$ cat config.mk
export PLATFORM = sky130hd
export DESIGN_NAME = spi_flash_front
export DESIGN_NICKNAME = d
export VERILOG_FILES = /design/src/rtl/spi_flash_front.sv
export SDC_FILE = /design/constraint.sdc
export NUM_CORES = 1
export LEC_CHECK = 0
export ABC_AREA = 1
export BUFFER_PORTS_ARGS = -buffer_cell sky130_fd_sc_hd__buf_2
export CORE_UTILIZATION = 35
export CTS_BUF_LIST = sky130_fd_sc_hd__clkbuf_8
export DETAILED_ROUTE_END_ITERATION = 10
export HOLD_SLACK_MARGIN = 0.1
export PLACE_DENSITY = 0.48
export SKIP_CTS_REPAIR_TIMING = 1
export SLEW_MARGIN = 20
export SYNTH_ARGS = -nofsm -noshare
export SYNTH_HDL_FRONTEND = slang
export SYNTH_SLANG_ARGS = --single-unit
export TNS_END_PERCENT = 50
$ cat constraint.sdc
create_clock -name clk -period 3.85 [get_ports clk]
set_clock_uncertainty 0.2 [all_clocks]
set_input_delay 0.1925 -clock clk [delete_from_list [all_inputs] [get_ports clk]]
set_output_delay 0.1925 -clock clk [all_outputs]
set_load 0.01 [all_outputs]
$ cat src/rtl/spi_flash_front.sv
module spi_flash_front #(
  parameter int ARRAY_BYTES = 4096,
  parameter int DENSITY = 2,
  parameter logic [3:0] BP_INIT = 4'b0000
) (
  input  logic clk,
  input  logic rst_n,
  input  logic cs_n,
  input  logic sclk,
  input  logic si,
  input  logic hold_n,
  output logic so_d,
  output logic so_oe
);
  localparam int AW = $clog2(ARRAY_BYTES);
  localparam logic [7:0] MFR_ID = 8'hC2;
  localparam logic [7:0] MEM_TYPE = 8'h20;
  localparam logic [7:0] CAP_ID = 8'h15 + 8'(DENSITY);
  localparam logic [7:0] DEV_ID = 8'h14 + 8'(DENSITY);
  localparam logic [1:0] PH_CMD = 2'd0, PH_ADDR = 2'd1, PH_RESP = 2'd2, PH_IGN = 2'd3;

  logic        sclk_q;
  logic [1:0]  phase;
  logic [7:0]  cmd;
  logic [6:0]  rx;
  logic [2:0]  bit_cnt;
  logic [1:0]  abyte;
  logic [23:0] addr;
  logic [2:0]  tx_cnt;
  logic [1:0]  idx;
  logic        so_q;
  logic [7:0]  resp;

  wire act  = ~cs_n & hold_n;
  wire rise = act & sclk & ~sclk_q;
  wire fall = act & ~sclk & sclk_q;
  wire [7:0] rx_byte = {rx, si};

  function automatic logic [7:0] rom_byte(input logic [AW-1:0] a);
    logic [15:0] w;
    w = 16'(a);
    return 8'(w[7:0] * 8'd29 + 8'd7) ^ w[15:8];
  endfunction

  always_comb begin
    case (cmd)
      8'h9F:        resp = (idx == 2'd0) ? MFR_ID : (idx == 2'd1) ? MEM_TYPE : CAP_ID;
      8'h05:        resp = {2'b00, BP_INIT, 1'b0, 1'b0};
      8'hAB:        resp = DEV_ID;
      8'h90, 8'hEF: resp = ((addr == 24'd0) ^ idx[0]) ? MFR_ID : DEV_ID;
      8'h03:        resp = rom_byte(addr[AW-1:0]);
      default:      resp = 8'h00;
    endcase
  end

  always_ff @(posedge clk or negedge rst_n) begin
    if (!rst_n) begin
      sclk_q  <= 1'b0;
      phase   <= PH_CMD;
      cmd     <= 8'h00;
      rx      <= '0;
      bit_cnt <= '0;
      abyte   <= '0;
      addr    <= '0;
      tx_cnt  <= '0;
      idx     <= '0;
      so_q    <= 1'b0;
    end else begin
      sclk_q <= sclk;
      if (cs_n) begin
        phase   <= PH_CMD;
        bit_cnt <= '0;
        abyte   <= '0;
        tx_cnt  <= '0;
        idx     <= '0;
        so_q    <= 1'b0;
      end else begin
        if (rise && (phase == PH_CMD || phase == PH_ADDR)) begin
          rx      <= {rx[5:0], si};
          bit_cnt <= bit_cnt + 3'd1;
          if (phase == PH_ADDR) addr <= {addr[22:0], si};
          if (bit_cnt == 3'd7) begin
            if (phase == PH_CMD) begin
              cmd <= rx_byte;
              case (rx_byte)
                8'h9F, 8'h05:               phase <= PH_RESP;
                8'h03, 8'h90, 8'hEF, 8'hAB: phase <= PH_ADDR;
                default:                    phase <= PH_IGN;
              endcase
            end else begin
              abyte <= abyte + 2'd1;
              if (abyte == 2'd2) phase <= PH_RESP;
            end
          end
        end
        if (fall && phase == PH_RESP) begin
          so_q   <= resp[3'd7 - tx_cnt];
          tx_cnt <= tx_cnt + 3'd1;
          if (tx_cnt == 3'd7) begin
            idx <= (cmd == 8'h9F && idx == 2'd2) ? 2'd0 : idx + 2'd1;
            if (cmd == 8'h03) addr[AW-1:0] <= addr[AW-1:0] + 1'b1;
          end
        end
      end
    end
  end

  assign so_d  = so_q;
  assign so_oe = ~cs_n & hold_n;
endmodule

======== After elaboration in Yosys (flattened, before gate mapping) ========
Cells that the tools add are included.
Widths: inputs -> output; s select.
operators by class
  $add $sub $neg .......................... 7
  multipliers ............................. 1
  magnitude comparators ................... 1
  equal/unequal tests ..................... 19
  muxes and demuxes ....................... 31
  bitwise operators ....................... 10
  reductions and logical operators ........ 21
operators by type and width
  cell                   count
  $eq 8x8->1 const B     8
  $mux 12                5
  $pmux 8 s4             1
  $mux 2                 13
  $logic_not 24->1       1
  $eq 8x2->1 const B     2
  $mux 8                 2
  $add 12x1->12 const B  1
  $mux 3                 4
  $reduce_and 3->1       3
  $add 8x3->8 const B    1
  $eq 8x3->1 const B     1
  $mul 8x5->8 const B    1
  $reduce_bool 2->1      4
  $xor 8x4->8            1
  $add 3x1->3 const B    2
  $eq 2x2->1 const B     3
  $eq 3x3->1 const B     2
  $mux 6                 1
  $and 1x1->1            5
  $add 2x1->2 const B    2
  $eq 2x1->1 const B     2
  $logic_not 2->1        2
  $lt 3x4->1 const B     1
  14 further kinds       22
storage, ports and cells
  register bits after elaboration ......... 53
  input port bits ......................... 6
  output and inout port bits .............. 2

======== Logic depth before layout (Yosys ltp) ========
  word-level depth ........................ 9
  gate-level depth with buffers ........... 20
  mapped depth without buffers ............ 20

======== Worst setup path after synthesis ========
No wires, ideal clock.
  kind .................................... reg2reg
  start point ............................. reg addr[2]
  end point ............................... reg so_q (netlist: so_d)
  library setup time ...................... 117 ps
  arrival ................................. 3021 ps
  data required time ...................... 3533 ps
  path slack .............................. 512 ps
  cell stages (with the launch flop) ...... 19
  clock period less this slack ............ 3338 ps
  cell sequence ........................... dfrtp_1 -> inv_1 -> fa_1 -> fa_1 -> inv_1 -> ha_1 -> ha_1 -> a21oi_1 -> o21ai_0 -> nor2_1 -> nand3_1 -> nand3_1 -> nand2_1 -> nand2_1 -> nand2_1 -> nand2_1 -> nand2_1 -> nand2_1 -> nand2_1
on the way
  longest elaborated chain between the ends .. 8
  elaborated cells between the ends (all ways) .. 11
ends and longest elaborated chain
  what                                                    RTL line  text
  from (decl)                                             28        logic [23:0] addr;
  from (signal assigned)                                  81        if (phase == PH_ADDR) addr <= {addr[22:0], si};
  from (signal, indexed assignment)                       101       if (cmd == 8'h03) addr[AW-1:0] <= addr[AW-1:0] + 1'b1;
  $mul 8x5->8 / $logic_not 24->1 (equally long branches)  42, 50
  $add 8x3->8 / $xor 1x1->1 (equally long branches)       42, 50
  $xor 8x4->8 / $mux 8 (equally long branches)            42, 50
  $pmux 8 s4 (*)                                          46        case (cmd)
  $bmux 1 s3 (*)                                          97        so_q <= resp[3'd7 - tx_cnt];
  $mux 1 (implied by the code) (*)                        97
  $mux 1 (*)                                              96        if (fall && phase == PH_RESP) begin
  $mux 1 (*)                                              70        if (cs_n) begin
  to (signal assigned)                                    97
  to (decl)                                               31        logic so_q;
Mark *: on every way between the ends. The rest lies on a longest branch, timed or not. The select of a mux whose other input is x is not followed.
A chain may end at the register's enable or synchronous reset.

======== Final worst setup path ========
Ends and elaborated chain as after synthesis.

==> impl_metrics.yaml <==
placement:
  dp.cells: 596
  routabilityCongestion: 0.7784
  io_buffers: 7
  hpwlAfterDp_um: 5629
yosys:
  synth_area_leaders: "dfrtp_1 (37%), nand2_1 (13%), ha_1 (8.1%)"
  synth_xor_area_share_pct: 0.9804
  ys.flop_type: "dfrtp_1"
  ys_types: 40
  synth_top_area_cell: "dfrtp_1"
  synth_compound_area_share_pct: 11.52
  synth_fa_ha_area_share_pct: 12.54
  synth_top_family_by_area: "simple AND/OR/NAND/NOR gates"
  synthArstFlopShare_pct: 100.0
  yosysWarnings: 0
  synthMuxAreaShare_pct: 0
  netlist_instances: 461
  synthSimpleGateAreaFrac_pct: 28.36
  synth_nets: 498
  post_synth.cell_area_avg_sq_um: 7.751
  synth_edf_count: 0
  ys_ff_latch: 53
  netlist_area_sq_mm: 0.003573
  synth_seq_area_share_pct: 37.11
  synth_top_area_share_pct: 37.11
layout:
  n_antenna_cell: 0
  instances_no_fill: 608
  drive_gt1_share_pct: 8.842
  final_cell_mix: "nand2_1 (121), inv_1 (68), dfrtp_1 (53)"
  area_growth_pct: 8.473
  final-seq-area_sq_mm: 0.001326
  nNetsFinal: 511
  multi_input_area_sq_mm: 0.001908
  fillers: 1094
  final_common_cell: "nand2_1"
timing:
  fin_crit_sh_pct: 91.23
  slew_violations: 0
  finalSetupTns_ps: 0
  min_period_ps: 3512
  setup_viol: 0
  tightestPinTransition_ps: 774.5
  max_freq_ghz: 0.2847
  hold_viol: 0
  rsz0062_at_grt: "no"
  slew_headroom_pct: 48.37
route:
  num_vias: 2867
  viasPerCell: 4.715
  dr.pass1.iters: 4
  drt-initial-drc-count: 82
  wl_per_cell_um: 12.38
  drc: 0
  ant_nets: 0
  wl_um: 7525
setup_path:
  start_kind: "register"
  cp_max_fo: 7
  path_common_cell: "nand2_1"
  startpoint: "addr[2]"
  critPathCaptureType: "register"
  critical-path-slowest-cell: "fa_1"
  rr_startpoint: "addr[2]"
  crit_end: "so_d"
  worstPathRequired_ps: 3860
  cp.depth: 18
  reg2regPathDepth: 18
  cp_top_family: "adder cells"
  crit_type: "reg -> reg"
  critPathArrivalTime_ps: 3520
  path_cells: "inv_1 -> fa_1 -> fa_1 -> inv_1 -> ha_1 -> ha_1 -> a21oi_1 -> o21ai_0 -> nor2_1 -> nand3_1 -> nand3_1 -> nand2_1 -> nand2_1 -> nand2_1 -> nand2_1 -> nand2_1 -> nand2_1 -> nand2_1"
  slowest_delay_ps: 510
  timing.rr.end: "so_d"
  rrSetupSlack_ps: 340
  cp_num_buf_inv: 2
grt:
  grt_max_degree: 33
  antenna_found_initial: 0
  grt_use_total_pct: 15.64
  grt.overflow.total: 0
  grt_pass1_wl_um: 12840
  grt_pass1_vias: 2751
cts:
  cts_buffers: 5
  htreeDepth: 2
  cts.clk_slew.worst_paths_ps: 100
  insertion_delay_ps: 310
  clock_sinks: 53
  cts_tree: "yes"
  clockBufferDepth: 2
  root_buffer: "clkbuf_8"
power_and_ir_drop:
  ir_drop_v: 0.0001696
  cellPowerDensity_mw_per_mm2: 268.7
  power.leakage_uw: 0.001988
hold_path:
  hp-start: "hold_n"
  hold_path_class: "in -> reg"
  min_path_cells: 6
floorplan:
  die_w_um: 103.0
  die_h_um: 103.0
  core_area_sq_mm: 0.009819
  rows: 36
  start_util_pct: 36.39
  dieArea_sq_mm: 0.01062
  io_pins: 8
outcome:
  run_status: "finished clean"
run:
  cap_violations: 0
[worst min-delay path, cell delays in order]
cell	delay, ps
buf_2	70
nand2_1	50
inv_2	80
nand2_2	130
nand3_1	100
nand2_1	50
[metal layers]
layer | track usage, % | part of all wire [%] | vias to the layer above | wire length [um]
li1 | - | - | 1516 | -
met1 | 20.52 | 51 | 1326 | 3830
met2 | 27.18 | 47 | 18 | 3514
met3 | 2.305 | 1.4 | 7 | 104
met4 | 3.575 | 1.0 | 0 | 75
met5 | 0 | 0 | - | 0
[synth_stat cells, drive strengths merged (4+ instances only)]
library cell,n
a21oi,17
buf,5
dfrtp,53
fa,8
ha,23
inv,75
nand2,124
nand3,24
nand3b,5
nand4,10
nor2,36
nor3,13
o21ai,41
o22ai,4
[state kept, by name (all words and copies together) (netlist names)]
name	count
idx	2
rx	7
bit_cnt	3
phase	2
addr	24
so_d	1
cmd	8
sclk_q	1
abyte	2
tx_cnt	3
[power by group]
part	internal, uW	switching, uW
clock network	126	201
logic	45.5	79.5
registers	573	16.0
total	745	296
[worst min path at each step]
stage / slack (ps) / to
2_1_floorplan: -300 / abyte[0]
3_3_place_gp: 110 / rx[4]
3_5_place_dp: 130 / cmd[6]
4_1_cts: -220 / rx[0]
5_1_grt: 250 / so_d
6_report: 200 / so_d
[per-stage QoR]
stage	worst slack [ps]	total power, uW	utilization, %	hold slack [ps]	area (sq um)
after floorplan	512.2	684.4	-	-303.1	3573
final	337.6	1042	39.48	204.3	3876
after CTS	303.9	1051	39.07	-221.8	3836
after global routing	29.72	1092	39.48	247.6	3876
after detailed placement	307.6	724.8	38.18	126.0	3749
after global placement	362.1	723.2	38.18	110.9	3749
[layout make-up]
class	instances	area share [%]
Inverter	76	7.489
Sequential cell	53	34.22
Clock buffer	5	1.775
Multi-Input combinational cell	324	49.23
Timing Repair Buffer	14	2.518
Clock inverter	3	0.4842
Tap cell	133	4.293
[kinds of logic (layout without fill, tap and decap cells)]
| logic type | Yosys count | after routing |
|---|---|---|
| buffers and inverters | 84 | 98 |
| AND/OR/NAND/NOR | 216 | 216 |
| XOR/XNOR | 4 | 4 |
| adder cells (fa/ha/maj) | 31 | 31 |
| AO/OA/AOI/OAI | 73 | 73 |
| flip-flops | 53 | 53 |
Power figures use the tool's default switching activity.
